<file path="config.mk">
export PLATFORM = sky130hd
export DESIGN_NAME = td_scan_sched
export DESIGN_NICKNAME = d
export VERILOG_FILES = /design/src/rtl/td_sched_pkg.sv /design/src/rtl/td_sched_regs.sv /design/src/rtl/td_sched_pick.sv /design/src/rtl/td_sched_next.sv /design/src/rtl/td_scan_sched.sv
export SDC_FILE = /design/constraint.sdc
export NUM_CORES = 1
export LEC_CHECK = 0
export BUFFER_PORTS_ARGS = -buffer_cell sky130_fd_sc_hd__buf_2
export CORE_MARGIN = 2
export CORE_UTILIZATION = 30
export CTS_CLUSTER_DIAMETER = 60
export CTS_CLUSTER_SIZE = 25
export DETAILED_ROUTE_END_ITERATION = 7
export HOLD_SLACK_MARGIN = 0.06
export SYNTH_ARGS = -nofsm -noshare
export SYNTH_HDL_FRONTEND = slang
export SYNTH_HIERARCHICAL = 1
export SYNTH_SLANG_ARGS = --single-unit
</file>
<file path="constraint.sdc">
create_clock -name clk -period 11.5 [get_ports clk]
set_clock_uncertainty 0.15 [all_clocks]
set_input_delay 2.3 -clock clk [delete_from_list [all_inputs] [get_ports clk]]
set_output_delay 2.3 -clock clk [all_outputs]
set_load 0.05 [all_outputs]
</file>
<file path="src/rtl/td_sched_pkg.sv">
// Shared definitions for the transfer descriptor scan scheduler.
// Assumes: only the register select encoding is shared between modules.
package td_sched_pkg;

    // Register select on the write port
    typedef enum logic {
        REG_SKIP = 1'b0,
        REG_LAST = 1'b1
    } reg_sel_e;

endpackage

</file>
<file path="src/rtl/td_sched_regs.sv">
// Skip map and last-slot register with the derived group mask.
// Function: holds the two software-written slot maps and turns the
//   last-slot value into a mask of slots that belong to the scan group.
// Assumes: synchronous active-low reset; writes land on the next edge.
module td_sched_regs
    import td_sched_pkg::*;
#(
    parameter int NUM_SLOTS = 32
) (
    input  logic                 clk,
    input  logic                 rst_n,
    input  logic                 wr_en,
    input  logic                 wr_sel,
    input  logic [NUM_SLOTS-1:0] wr_data,
    output logic [NUM_SLOTS-1:0] skip_q,
    output logic [NUM_SLOTS-1:0] last_q,
    output logic [NUM_SLOTS-1:0] grp_mask
);

    // Register write and reset
    always_ff @(posedge clk) begin
        if (!rst_n) begin
            skip_q <= '0;
            last_q <= '0;
        end else if (wr_en) begin
            if (reg_sel_e'(wr_sel) == REG_SKIP)
                skip_q <= wr_data;
            else
                last_q <= wr_data;
        end
    end

    // Group mask: a slot is in the group while no last bit lies below it
    always_comb begin
        logic seen;
        seen = 1'b0;
        for (int i = 0; i < NUM_SLOTS; i++) begin
            grp_mask[i] = ~seen;
            seen        = seen | last_q[i];
        end
    end

    // the group is contiguous from slot 0
    a_r4_mask_contig: assert property (@(posedge clk) disable iff (!rst_n)
        grp_mask[0] && ((grp_mask & (grp_mask + 1'b1)) == '0));

    // an empty last-slot register opens the full table
    a_r5_full_group: assert property (@(posedge clk) disable iff (!rst_n)
        (last_q == '0) |-> (&grp_mask));

endmodule

</file>
<file path="src/rtl/td_sched_pick.sv">
// Circular first-eligible finder.
// Function: starting at 'start' and wrapping past the top slot, returns
//   the first slot whose eligibility bit is set.
// Assumes: start < NUM_SLOTS; purely combinational.
module td_sched_pick #(
    parameter int NUM_SLOTS = 32,
    parameter int IDX_W     = $clog2(NUM_SLOTS)
) (
    input  logic [NUM_SLOTS-1:0] elig,
    input  logic [IDX_W-1:0]     start,
    output logic                 found,
    output logic [IDX_W-1:0]     pick
);

    // Scan offsets from the highest down so the nearest one wins
    always_comb begin
        int slot;
        found = 1'b0;
        pick  = '0;
        for (int k = NUM_SLOTS - 1; k >= 0; k--) begin
            slot = int'(start) + k;
            if (slot >= NUM_SLOTS)
                slot = slot - NUM_SLOTS;
            if (elig[slot]) begin
                found = 1'b1;
                pick  = IDX_W'(slot);
            end
        end
    end

endmodule

</file>
<file path="src/rtl/td_sched_next.sv">
// Next search start after a slot is finished.
// Function: follows the finished slot's pointer when it is enabled and
//   the slot is not skipped, otherwise steps to the following slot.
// Assumes: pointers are packed IDX_W bits per slot; out-of-range
//   pointers restart the search at slot 0.
module td_sched_next #(
    parameter int NUM_SLOTS = 32,
    parameter int IDX_W     = $clog2(NUM_SLOTS)
) (
    input  logic [IDX_W-1:0]           cur_idx,
    input  logic [NUM_SLOTS-1:0]       skip_q,
    input  logic [NUM_SLOTS-1:0]       ptr_en,
    input  logic [NUM_SLOTS*IDX_W-1:0] ptr_bus,
    output logic [IDX_W-1:0]           next_start
);

    localparam int LAST_IDX = NUM_SLOTS - 1;

    logic [IDX_W-1:0] ptr_val;
    logic [IDX_W-1:0] seq_val;

    // Pointer of the finished slot, clamped to the table
    always_comb begin
        ptr_val = ptr_bus[int'(cur_idx)*IDX_W +: IDX_W];
        if (int'(ptr_val) > LAST_IDX)
            ptr_val = '0;
    end

    // Sequential successor with wrap at the table end
    always_comb begin
        if (int'(cur_idx) == LAST_IDX)
            seq_val = '0;
        else
            seq_val = cur_idx + 1'b1;
    end

    // Choose pointer or successor
    always_comb begin
        if (ptr_en[cur_idx] && !skip_q[cur_idx])
            next_start = ptr_val;
        else
            next_start = seq_val;
    end

endmodule

</file>
<file path="src/rtl/td_scan_sched.sv">
// Transfer descriptor scan scheduler (top).
// Function: presents the next eligible descriptor slot, holds it until
//   done, then searches again from the successor or the pointer target.
// Assumes: done is a single-cycle pulse; done while idle is ignored;
//   synchronous active-low reset.
module td_scan_sched
    import td_sched_pkg::*;
#(
    parameter int NUM_SLOTS = 32,
    parameter int IDX_W     = $clog2(NUM_SLOTS)
) (
    input  logic                       clk,
    input  logic                       rst_n,
    input  logic                       wr_en,
    input  logic                       wr_sel,
    input  logic [NUM_SLOTS-1:0]       wr_data,
    input  logic [NUM_SLOTS-1:0]       slot_valid,
    input  logic [NUM_SLOTS-1:0]       slot_ptr_en,
    input  logic [NUM_SLOTS*IDX_W-1:0] slot_ptr,
    input  logic                       done,
    output logic                       sel_valid,
    output logic [IDX_W-1:0]           sel_index
);

    logic [NUM_SLOTS-1:0] skip_q;
    logic [NUM_SLOTS-1:0] last_q;
    logic [NUM_SLOTS-1:0] grp_mask;
    logic [NUM_SLOTS-1:0] elig;
    logic [IDX_W-1:0]     cursor_q;
    logic [IDX_W-1:0]     next_start;
    logic [IDX_W-1:0]     search_start;
    logic                 sel_valid_q;
    logic [IDX_W-1:0]     sel_idx_q;
    logic                 found;
    logic [IDX_W-1:0]     pick;
    logic                 advance;

    td_sched_regs #(.NUM_SLOTS(NUM_SLOTS)) u_regs (
        .clk      (clk),
        .rst_n    (rst_n),
        .wr_en    (wr_en),
        .wr_sel   (wr_sel),
        .wr_data  (wr_data),
        .skip_q   (skip_q),
        .last_q   (last_q),
        .grp_mask (grp_mask)
    );

    td_sched_next #(.NUM_SLOTS(NUM_SLOTS), .IDX_W(IDX_W)) u_next (
        .cur_idx    (sel_idx_q),
        .skip_q     (skip_q),
        .ptr_en     (slot_ptr_en),
        .ptr_bus    (slot_ptr),
        .next_start (next_start)
    );

    td_sched_pick #(.NUM_SLOTS(NUM_SLOTS), .IDX_W(IDX_W)) u_pick (
        .elig  (elig),
        .start (search_start),
        .found (found),
        .pick  (pick)
    );

    // Slots that may be presented this cycle
    assign elig = slot_valid & ~skip_q & grp_mask;

    // A finished slot moves the search on
    assign advance = sel_valid_q && done;

    // Search from the successor on done, else from the held position
    assign search_start = advance ? next_start : cursor_q;

    // Selection state: hold, advance on done, or search while idle
    always_ff @(posedge clk) begin
        if (!rst_n) begin
            sel_valid_q <= 1'b0;
            sel_idx_q   <= '0;
            cursor_q    <= '0;
        end else if (advance) begin
            cursor_q    <= next_start;
            sel_valid_q <= found;
            if (found)
                sel_idx_q <= pick;
        end else if (!sel_valid_q) begin
            sel_valid_q <= found;
            if (found)
                sel_idx_q <= pick;
        end
    end

    assign sel_valid = sel_valid_q;
    assign sel_index = sel_idx_q;

    // a presented slot stays put until done
    a_r9_hold: assert property (@(posedge clk) disable iff (!rst_n)
        (sel_valid_q && !done) |=> (sel_valid_q && $stable(sel_idx_q)));

    // the finder never returns a skipped slot
    a_r2_skip_excluded: assert property (@(posedge clk) disable iff (!rst_n)
        found |-> !skip_q[pick]);

    // the finder only returns valid slots
    a_r6_valid_only: assert property (@(posedge clk) disable iff (!rst_n)
        found |-> slot_valid[pick]);

    // the finder stays inside the group
    a_r4_in_group: assert property (@(posedge clk) disable iff (!rst_n)
        found |-> grp_mask[pick]);

    // nothing eligible while idle keeps the strobe low
    a_r10_idle_low: assert property (@(posedge clk) disable iff (!rst_n)
        (!sel_valid_q && !found) |=> !sel_valid_q);

    // an eligible slot while idle is presented on the next edge
    a_r10_idle_pick: assert property (@(posedge clk) disable iff (!rst_n)
        (!sel_valid_q && found) |=> sel_valid_q);

endmodule

</file>
# Word level (Yosys, flattened, before mapping)
# Index checks and enable logic that the tools add are counted.
# op_classes
shift	1
multipliers	1
n_mux	204
bitwise	65
n_addsub	64
n_lt_le_gt_ge	65
n_reduce_logical	5
eq_ne	2
# op_table
operator	count
less-than comparator 32 x 7 -> 1 bit (second input constant)	32
two-way mux 32 bit	32
greater-or-equal comparator 32 x 7 -> 1 bit (second input constant)	31
subtractor 32 x 7 -> 32 bit (second input constant)	31
two-way mux 5 bit	38
binary-select mux 1 bit (select 5 bit)	34
variable part select 160 x 32 -> 5 bit	1
two-way mux 1 bit	100
adder 5 x 5 -> 6 bit (second input constant)	16
AND 32 bit	2
adder 5 x 4 -> 6 bit (second input constant)	8
inverter 1 bit	32
inverter 32 bit	1
bitwise OR 1 bit	30
adder 5 x 3 -> 6 bit (second input constant)	4
adder 5 x 2 -> 6 bit (second input constant)	2
multiplier 5 x 3 -> 8 bit (second input constant)	1
subtractor 5 x 6 -> 7 bit (second input constant)	1
adder 5 x 1 -> 6 bit (second input constant)	1
greater-or-equal comparator 5 x 6 -> 1 bit (second input constant)	1
less-than comparator 5 x 6 -> 1 bit (second input constant)	1
adder 5 x 1 -> 5 bit (second input constant)	1
equality test 5 x 1 -> 1 bit (second input constant)	1
AND reduction 2 bit	2
3 further kinds	4
# word_totals
output_inout_bits	6
wordCells	412
reg_bits	74
in_bits	261

# Logic depth before layout (Yosys ltp)
# logic_depth
word_depth	70
mapped_depth	31
ltp_nobuf	21

# By module
# Netlist, hierarchy kept.
# modules_own_cells
mod	seq_area_each_um2	cells_per_inst	instances	area_each_um2
td_sched_pick	0.0	652	1	5554.1
td_sched_regs	1281.2	336	1	2718.9
td_sched_next	0.0	180	1	1931.9
td_scan_sched	220.2	106	1	670.6

# Worst setup path before layout
# OpenSTA, ideal clock, no wires.
# synth_timing
kind	input to register
start	input port slot_ptr_en[0]
end	register sel_idx_q[2], in the netlist sel_index[2]
required_ns	11.230
path_stages	27
t_arrival_ns	8.007
path_buffers	7
path_slack_ns	3.223
setup_ns	0.120
path_cell_list	or3b_2 nand3_1 nor4bb_1 a221oi_1 a31oi_4 mux2_2 mux2_2 buf_6 buf_6 buf_4 buf_2 inv_1 ha_1 buf_2 buf_2 clkbuf_1 mux4_2 mux4_2 mux2i_1 o311a_1 a21oi_1 o211ai_1 a41oi_1 nor4_1 a211oi_2 nand2_1 mux2i_1
# synth_via
elab_chain_cells	46
elab_cells_between_ends	295
classes_between	add/sub: 63; order compare: 32; mux: 199; reduce/logical: 1
# synth_lines
item	line_no	text
from (decl)	td_scan_sched.sv:18	input logic [NUM_SLOTS-1:0] slot_ptr_en,
binary-select mux 1 bit (select 5 bit) *	td_sched_next.sv:39	if (ptr_en[cur_idx] && !skip_q[cur_idx])
two-way mux 1 bit (implied by the code) *	td_sched_next.sv:39	
logical AND 1 bit *	td_sched_next.sv:39	
two-way mux 5 bit *	td_sched_next.sv:39	
named net next_start[1]	td_scan_sched.sv:30	logic [IDX_W-1:0] next_start;
two-way mux 5 bit *	n/a	
named net search_start[1]	td_scan_sched.sv:31	logic [IDX_W-1:0] search_start;
adder 5 x 5 -> 6 bit	td_sched_pick.sv:21	slot = int'(start) + k;
[2 not listed]	n/a	
binary-select mux 1 bit (select 5 bit)	td_sched_pick.sv:24	if (elig[slot]) begin
two-way mux 1 bit (implied by the code) (2 in series)	td_sched_pick.sv:24	
two-way mux 5 bit (31 in series)	td_sched_pick.sv:24	
two-way mux 5 bit *	td_sched_pick.sv:24	
named net pick[2]	td_scan_sched.sv:35	logic [IDX_W-1:0] pick;
two-way mux 5 bit *	td_scan_sched.sv:82, td_scan_sched.sv:86	
two-way mux 5 bit	td_scan_sched.sv:84	end else if (!sel_valid_q) begin
two-way mux 5 bit *	td_scan_sched.sv:79	end else if (advance) begin
to (signal assigned)	td_scan_sched.sv:83	sel_idx_q <= pick;
to (signal assigned)	td_scan_sched.sv:87	sel_idx_q <= pick;
to (decl)	td_scan_sched.sv:33	logic [IDX_W-1:0] sel_idx_q;
# The timed path passes the listed nets; every way through them passes the cells marked *. The select of a mux whose other input is x is not followed.
# A chain may end at the register's enable or synchronous reset.

# Worst setup path after layout
# layout_timing
start	input port slot_ptr_en[28]
end	register sel_idx_q[2], in the netlist sel_index[2]
# The elaborated chain is that of the path after synthesis.

==> impl_metrics.csv <==
group,metric,value,unit
place,gp_congestion,1.06,
clock_tree,cts_tree,"built",
die,core,35600,um2
global_routing,antenna_found_initial,3,
clock_tree,post_cts_buffers,0,
die,die_w,194,um
global_routing,grt_pass1_vias,11500,
finish,multiInputGateArea,8830,um2
power_and_ir_drop,p_leak,5.14,nW
critical_path,end_kind,"flip-flop",
critical_path,worst_ep_required_time,11620,ps
global_routing,grt_usage,24.3,%
clock_tree,htreeDepth,3,
timing,finalCriticalPeriod,8920,ps
timing,setup_tns,0,ps
place,place.port_buffers,266,
global_routing,grt_pass1_wl,71.3,mm
die,start_util,30.5,%
route,drc_errors,0,
timing,rsz0062_at_grt,"no",
route,via_count,11900,
place,place_hpwl,37.0,mm
job,maxCapViolCount,0,
logic_synthesis,synth_nets,1546,
clock_tree,cts_hold_buf,0,
outcome,outcome,"completed",
logic_synthesis,synth.avg_cell_area,8.54,um2
timing,fmax,0.112,GHz
clock_tree,cts_buffers,9,
finish,layout-drive-gt1-share,33.4,%
route,final_antenna_net_count,0,
timing,final.period_utilization,77.6,%
finish,nNetsFinal,1763,
route,routed_via_density,6.07,
timing,drv_slew,0,
die,io-pin-count,267,
critical_path,critPathKind,"input pin to flip-flop",
route,drt-pass1-iter-count,6,
die,dieHeight,194,um
power_and_ir_drop,power.density,335,nW/um2
finish,fill_cells,3718,
clock_tree,clock_latency,340,ps
global_routing,grt-ovfl-total,0,
clock_tree,cts_sinks,74,
timing,relSlewSlack,19.6,%
clock_tree,clock-root-buffer,"clkbuf_16",
finish,synthToLayoutAreaGrowth,18.6,%
die,dieArea,37700,um2
route,drt_wl_total,47.3,mm
clock_tree,cts_buffer_depth,2,
clock_tree,clk_pin_slew,60,ps
global_routing,grt_max_degree,80,
logic_synthesis,syn-cell-area,10800,um2
timing,hold_viol_final,0,
clock_tree,ctsResizeCount,0,
critical_path,reg2reg_depth,22,
timing,whs,313,ps
route,initialDrtViolationCount,1275,
timing,tightest_slew,1200,ps
power_and_ir_drop,ir_drop,0.160,mV
critical_path,arrival,9040,ps
worst_hold_path,hold_path.class,"flip-flop to flip-flop",
timing,setup_viol,0,
worst_hold_path,hold_depth,2,
critical_path,crit_fanout,25,
finish,seq_area,1490,um2
route,avgRoutedWirePerCell,24.2,um
logic_synthesis,ys_warn_count,6,
logic_synthesis,synthCells,1270,
critical_path,critPathLaunchType,"input pin",
die,rows,69,
report_power, final:
group	switching (mW)	internal, mW
Clock	0.126	0.177
Sequential	0.0142	0.278
Combinational	2.26	1.45
critical path, cell delays in order:
cell       delay [ps]
buf_2              70
nor3b_1           260
nor2_1             60
a2111oi_0         490
o2111ai_1         290
a31oi_4           400
mux2_2            370
mux2_2            270
inv_1             320
ha_1              900
mux4_2            720
inv_1             120
mux2i_1           110
mux2_2            310
mux2i_2           530
o2111ai_1         230
or4_1             530
a41oi_1           260
nor4_1            120
a211oi_2          150
nand2_1            70
mux2i_1           140
final cells by class:
class	instances	share of cell area, %
multi-input combinational	1077	68.7
timing repair buffer	291	11.8
sequential	74	11.6
tap	461	4.49
clock buffer	10	1.86
inverter	34	0.993
clock inverter	6	0.564
antenna	2	0.0389
worst paths after layout:
kind / endpoint / slack [ps] / from
min: u_regs/last_q[30] / 310 / u_regs/last_q[30]
min reg2reg: u_regs/last_q[30] / 310 / u_regs/last_q[30]
max reg2reg: sel_index[2] / 3680 / sel_index[1]
max: sel_index[2] / 2580 / slot_ptr_en[28]
state kept, by name (all words and copies together) (netlist names):
| signal | count |
|---|---|
| u_regs/last_q | 31 |
| cursor_q | 5 |
| u_regs/skip_q | 32 |
| sel_index | 5 |
| sel_valid | 1 |
stage by stage:
step / setup slack [ps] / utilization (%) / power (mW) / instances / area (um2)
after global routing: 2320 / 36.1 / 4.53 / 1955 / 12900
final: 2580 / 36.1 / 4.31 / 1955 / 12900
after CTS: 2800 / 36.1 / 4.20 / 1953 / 12900
after global placement: 2590 / 35.3 / 3.88 / 1937 / 12500
after floorplan: 3220 / - / 2.92 / 1270 / 10800
after detailed placement: 2470 / 35.3 / 3.88 / 1937 / 12500
cells in the final DEF (no fill, tap or decap), drive strengths merged, types with 30 or more instances in the layout:
master / count
mux4: 126
o21ai: 48
buf: 291
mux2i: 69
mux2: 30
a21boi: 68
nor2: 96
nor3: 33
inv: 35
nand2: 258
a21oi: 41
dfxtp: 74
layer usage:
metal  routed length [um]  share of wire [%]  global-route usage (%)
met1                19400                 41                    33.5
met2                21300                 45                    38.2
met3                 4740                 10                    4.09
met4                 1860                3.9                    8.92
met5                    0                  0                       0
Note: power is estimated with default switching activity, not from simulation.
